===== config.mk =====
export PLATFORM = sky130hd
export DESIGN_NAME = tdmSpaceSwitch
export DESIGN_NICKNAME = d
export VERILOG_FILES = /design/src/rtl/tsw_pkg.sv /design/src/rtl/tswCtrl.sv /design/src/rtl/tswDatapath.sv /design/src/rtl/tdmSpaceSwitch.sv
export SDC_FILE = /design/constraint.sdc
export NUM_CORES = 1
export LEC_CHECK = 0
export BUFFER_PORTS_ARGS = -buffer_cell sky130_fd_sc_hd__buf_2
export CORE_UTILIZATION = 25
export CTS_CLUSTER_SIZE = 8
export DETAILED_ROUTE_END_ITERATION = 10
export PLACE_DENSITY = 0.46
export SLEW_MARGIN = 20
export SYNTH_ARGS = -nofsm -noshare
export SYNTH_HDL_FRONTEND = slang
export SYNTH_HIERARCHICAL = 1
export SYNTH_SLANG_ARGS = --single-unit

===== constraint.sdc =====
create_clock -name clk -period 4.7 [get_ports clk]
set_input_delay 0.235 -clock clk [delete_from_list [all_inputs] [get_ports clk]]
set_output_delay 0.235 -clock clk [all_outputs]
set_load 0.01 [all_outputs]

===== src/rtl/tsw_pkg.sv =====
`timescale 1ns/1ps
package tsw_pkg;
  // Strobes passed from the slot controller to the datapath.
  typedef struct packed {
    logic commit;   // this edge is a frame boundary: shadow map goes live
  } tswStrobe_t;

  localparam logic [7:0] IDLE_BYTE = 8'hFF;
endpackage


===== src/rtl/tswCtrl.sv =====
`timescale 1ns/1ps
module tswCtrl
  import tsw_pkg::*;
#(
  parameter int NUM_SLOTS = 8,
  parameter int SLOT_W    = $clog2(NUM_SLOTS)
) (
  input  logic              clk,
  input  logic              rstN,
  input  logic              frameSync,
  output logic [SLOT_W-1:0] slotCnt,
  output tswStrobe_t        strobe
);
  localparam logic [SLOT_W-1:0] LAST_SLOT = SLOT_W'(NUM_SLOTS - 1);

  logic lastSlot;
  assign lastSlot      = (slotCnt == LAST_SLOT);
  assign strobe.commit = frameSync | lastSlot;

  always_ff @(posedge clk or negedge rstN) begin
    if (!rstN)              slotCnt <= '0;
    else if (strobe.commit) slotCnt <= '0;
    else                    slotCnt <= slotCnt + SLOT_W'(1);
  end


  slot_range_chk: assert property (@(posedge clk) disable iff (!rstN)
    int'(slotCnt) < NUM_SLOTS);


  slot_step_chk: assert property (@(posedge clk) disable iff (!rstN)
    (!frameSync && !lastSlot) |=> (slotCnt == $past(slotCnt) + SLOT_W'(1)));


  sync_zero_chk: assert property (@(posedge clk) disable iff (!rstN)
    frameSync |=> (slotCnt == '0));
endmodule


===== src/rtl/tswDatapath.sv =====
`timescale 1ns/1ps
module tswDatapath
  import tsw_pkg::*;
#(
  parameter int         NUM_LINES = 4,
  parameter int         NUM_SLOTS = 8,
  parameter int         SAMPLE_W  = 8,
  parameter int         LINE_W    = $clog2(NUM_LINES),
  parameter int         SLOT_W    = $clog2(NUM_SLOTS),
  parameter logic [SAMPLE_W-1:0] IDLE = SAMPLE_W'(IDLE_BYTE)
) (
  input  logic                          clk,
  input  logic                          rstN,
  input  tswStrobe_t                    strobe,
  input  logic [SLOT_W-1:0]             slot,
  input  logic [NUM_LINES*SAMPLE_W-1:0] inData,
  input  logic                          cfgWrEn,
  input  logic [LINE_W-1:0]             cfgLine,
  input  logic [SLOT_W-1:0]             cfgSlot,
  input  logic                          cfgValid,
  input  logic [LINE_W-1:0]             cfgInlet,
  output logic [NUM_LINES*SAMPLE_W-1:0] outData
);
  localparam int CW = LINE_W + 1;   // {connect flag, inlet}

  logic [NUM_LINES-1:0][NUM_SLOTS-1:0][CW-1:0] shadowMem;
  logic [NUM_LINES-1:0][NUM_SLOTS-1:0][CW-1:0] activeMem;
  logic [NUM_LINES-1:0][SAMPLE_W-1:0]          inLanes;
  logic [NUM_LINES-1:0][SAMPLE_W-1:0]          outLanes;

  assign inLanes = inData;
  assign outData = outLanes;

  // Shadow store: single-word updates from the write port.
  always_ff @(posedge clk or negedge rstN) begin
    if (!rstN) begin
      shadowMem <= '0;
    end else if (cfgWrEn && int'(cfgLine) < NUM_LINES && int'(cfgSlot) < NUM_SLOTS) begin
      shadowMem[cfgLine][cfgSlot] <= {cfgValid, cfgInlet};
    end
  end

  // Active store: whole-map copy at a frame boundary only.
  always_ff @(posedge clk or negedge rstN) begin
    if (!rstN)              activeMem <= '0;
    else if (strobe.commit) activeMem <= shadowMem;
  end

  for (genvar g = 0; g < NUM_LINES; g++) begin : gLane
    logic [CW-1:0]     word;
    logic [LINE_W-1:0] sel;
    logic              connected;

    assign word      = activeMem[g][slot];
    assign sel       = word[LINE_W-1:0];
    assign connected = word[CW-1] && (int'(sel) < NUM_LINES);

    always_ff @(posedge clk or negedge rstN) begin
      if (!rstN)          outLanes[g] <= IDLE;
      else if (connected) outLanes[g] <= inLanes[sel];
      else                outLanes[g] <= IDLE;
    end


    idle_out_chk: assert property (@(posedge clk) disable iff (!rstN)
      !activeMem[g][slot][CW-1] |=> (outLanes[g] == IDLE));


    route_chk: assert property (@(posedge clk) disable iff (!rstN)
      activeMem[g][slot][CW-1] |=>
        (outLanes[g] == $past(inLanes[activeMem[g][slot][LINE_W-1:0]])));
  end


  commit_hold_chk: assert property (@(posedge clk) disable iff (!rstN)
    !strobe.commit |=> $stable(activeMem));
endmodule


===== src/rtl/tdmSpaceSwitch.sv =====
`timescale 1ns/1ps
module tdmSpaceSwitch
  import tsw_pkg::*;
#(
  parameter int NUM_LINES = 4,
  parameter int NUM_SLOTS = 8,
  parameter int SAMPLE_W  = 8,
  localparam int LINE_W   = $clog2(NUM_LINES),
  localparam int SLOT_W   = $clog2(NUM_SLOTS)
) (
  input  logic                          clk,
  input  logic                          rstN,
  input  logic                          frameSync,
  input  logic [NUM_LINES*SAMPLE_W-1:0] inData,
  input  logic                          cfgWrEn,
  input  logic [LINE_W-1:0]             cfgLine,
  input  logic [SLOT_W-1:0]             cfgSlot,
  input  logic                          cfgValid,
  input  logic [LINE_W-1:0]             cfgInlet,
  output logic [NUM_LINES*SAMPLE_W-1:0] outData,
  output logic [SLOT_W-1:0]             slotNum
);
  tswStrobe_t        strobe;
  logic [SLOT_W-1:0] slotCnt;

  tswCtrl #(.NUM_SLOTS(NUM_SLOTS), .SLOT_W(SLOT_W)) u_ctrl (
    .clk(clk), .rstN(rstN), .frameSync(frameSync),
    .slotCnt(slotCnt), .strobe(strobe)
  );

  tswDatapath #(
    .NUM_LINES(NUM_LINES), .NUM_SLOTS(NUM_SLOTS), .SAMPLE_W(SAMPLE_W),
    .LINE_W(LINE_W), .SLOT_W(SLOT_W)
  ) u_dp (
    .clk(clk), .rstN(rstN), .strobe(strobe), .slot(slotCnt),
    .inData(inData), .cfgWrEn(cfgWrEn), .cfgLine(cfgLine),
    .cfgSlot(cfgSlot), .cfgValid(cfgValid), .cfgInlet(cfgInlet),
    .outData(outData)
  );

  assign slotNum = slotCnt;
endmodule


==> metrics.md <==
| Metric | Value |
|---|---|
| Worst Setup EP | u_dp/activeMem[86] |
| IO Port Bufs | 78 |
| Die Wd | 203 um |
| Worst Tran Pin Value | 1.03 ns |
| Maximum vdd drop | 182 uV |
| CP Max Fanout | 52 |
| Gpl congestion | 0.807 |
| Vias in the first global route | 6,306 |
| Max-cap violations | 0 |
| Synthesized cell area | 10,100 um^2 |
| Worst Skew | 0.0211 ns |
| Post-Syn Area per Cell | 15.2 um^2 |
| Clk root buf | clkbuf_16 |
| Crit path kind | flip-flop to flip-flop |
| Most frequent cells in the layout | dfrtp_1 (194), mux2_2 (192), mux2i_1 (80) |
| DR vias/cell | 4.55 |
| Register-to-Register Setup Slack | 1.85 ns |
| Top cell type's share of synthesized area | 48.3% |
| Worst setup SP type | flip-flop |
| GRT Overall Usage | 12.6% |
| Max Fclk | 350 MHz |
| Fin worst setup slack | 1.85 ns |
| RSZ-0062 raised after global routing | false |
| Total nets after synthesis | 712 |
| Post-Place Setup Slack | 1.80 ns |
| CP endpoint kind | flip-flop |
| # DRC | 0 |
| Vias | 5,877 |
| Minimum clock period | 2.85 ns |
| Overflow after GRT | 0 |
| Layout Nets | 799 |
| Number of library cell types mapped by synthesis | 27 |
| Synth area leaders | dfrtp_1 (48%), mux2_2 (21%), dfstp_2 (8.3%), mux2i_1 (7.9%), mux4_2 (2.9%) |
| CTS Buf Count | 34 |
| Register area share after synthesis | 56.6% |
| Starting Density | 25.4% |
| Ant. Diodes | 0 |
| Core Region | 39,800 um^2 |
| First-pass DRT Iterations | 4 |
| P per Cell Area | 504 nW/um^2 |
| Crit path launch | u_ctrl/slotCnt[0] |
| Yosys reg bits | 227 |
| Clk Latency, worst-skew pair | 0.52 ns |
| Status | complete, no violations |
| Initial antenna violation count | 0 |
| Final setup violation count | 0 |
| H-tree lvl count | 2 |
| HP Class | input pin to flip-flop |
| Leakage Power | 5.40 nW |
| Routed WL | 25,300 um |
| Ports | 79 |
| Area Growth Syn to Fin | 18.3% |
| WL/cell | 19.6 um |
| Total die area | 41,200 um^2 |
| FILL cells | 4,044 |
| CP required | 5.08 ns |
| Postcts setup bufs | 0 |
| Hpwl dp | 16,300 um |
| Cells after synthesis | 666 |
| Worst Path Arrival | 3.23 ns |
| Share of cells above drive strength 1 | 47.7% |
| Most common cell after layout, fill and taps aside | dfrtp_1 |
| Worst Reg-to-Reg Cells | 5 |
| Die height | 203 um |
| Setup_tns | 0 ns |
| CTS tree | yes |
| Reg2reg end | u_dp/activeMem[86] |
| Worst r2r src | u_ctrl/slotCnt[0] |
| Cell taking the most area after synthesis | dfrtp_1 |
| Tcrit/Tclk final | 60.7% |
| Rows | 73 |
| First-pass GRT wire length | 39,700 um |
| Slew headroom | 31.3% |
| Syn. warnings | 6 |
| Largest net degree at the start of global routing | 100 |
| CTS Buffer Depth | 3 |
| Slew Viols, Final | 0 |
| Antenna Violating Nets Remaining | 0 |
| 1st-iter DRT viols | 246 |
| Clk sink count | 227 |
| CTS clk-pin slew, worst paths | 0.05 ns |
| Final hold violations | 0 |
[power breakdown]
group / total, W / switching [W] / leakage [nW] / internal (W)
Clock: 0.00222 / 0.000873 / 0.464 / 0.00134
Sequential: 0.00266 / 0.000213 / 2.83 / 0.00244
Combinational: 0.00115 / 0.000554 / 2.10 / 0.000600
[state kept, by name (all words and copies together) (netlist names)]
signal          count
u_dp/outData       32
u_ctrl/slotCnt      3
u_dp/activeMem     96
u_dp/shadowMem     96
[cells in the mapped netlist (all sizes together)]
cell type and number:
clkbuf 17, mux4 20, nand2 21, dfrtp 195
nand3b 8, mux2 192, or2 2, nor2 17
o21ai 8, a22oi 32, nand2b 4, dfstp 32
and3b 1, nor3 2, and3 1, or3b 1
nor3b 6, nand3 6, ha 2, buf 19
mux2i 80
[worst min-delay path by stage]
stage | endpoint | slack (ns) | startpoint | depth (start not counted)
5_1_grt | u_dp/outData[5] | 0.06 | inData[29] | 3
3_5_place_dp | u_ctrl/slotCnt[2] | 0.33 | rstN | 1
3_3_place_gp | u_ctrl/slotCnt[2] | 0.32 | rstN | 1
6_report | u_dp/outData[5] | 0.08 | inData[29] | 3
2_1_floorplan | u_ctrl/slotCnt[0] | -0.06 | rstN | 0
4_1_cts | u_dp/outData[5] | 0.03 | inData[29] | 3
[cell families after synthesis]
| logic type | Yosys count | synth area share, % |
|---|---|---|
| compound gates | 40 | 2.81 |
| fa+ha+maj | 2 | 0.248 |
| simple gates | 69 | 3.46 |
| buf+inv | 36 | 2.78 |
| mux | 292 | 34.1 |
| flops | 227 | 56.6 |
[metal layers]
metal	GRT usage (%)	part of all wire, %	wire [um]	vias to the layer above
met5	0	0	0	-
met4	3.54	1.7	437	0
met3	2.68	4.6	1150	31
met2	18.8	43	11000	136
met1	18.4	50	12800	3078
li1	-	-	-	2632
[through the flow]
step / power (W) / hold slack, ns / std cells / instance area, um^2 / utilization (%)
detailed placement: 0.00385 / 0.329 / 1240 / 11000 / 27.5
finish: 0.00603 / 0.0779 / 1291 / 11900 / 30.0
global route: 0.00636 / 0.0575 / 1291 / 11900 / 30.0
global placement: 0.00383 / 0.318 / 1240 / 11000 / 27.5
floorplan: 0.00350 / -0.0606 / 666 / 10100 / -
CTS: 0.00613 / 0.0346 / 1291 / 11900 / 30.0
[worst max-delay path: stages (launching register included)]
cell	delay, ns
dfrtp_2	0.83
ha_1	0.27
ha_1	0.21
or2_4	0.61
buf_12	0.37
mux2_2	0.38
[final cells by class]
class / instances / area, um^2 / share of cell area (%)
Timing Repair Buffer: 87 / 498 / 4.17
Tap cell: 525 / 657 / 5.50
Multi-Input combinational cell: 403 / 4100 / 34.3
Clock inverter: 3 / 62.6 / 0.524
Clock buffer: 46 / 906 / 7.58
Sequential cell: 227 / 5720 / 47.9
[repair_timing]
| action | CTS | global route |
|---|---|---|
| endpoints found under the hold margin | 57 | 0 |
| hold buffers | 2 | 0 |
| resized for setup | 0 | 0 |
No activity file was read; power rests on OpenSTA's default activity.
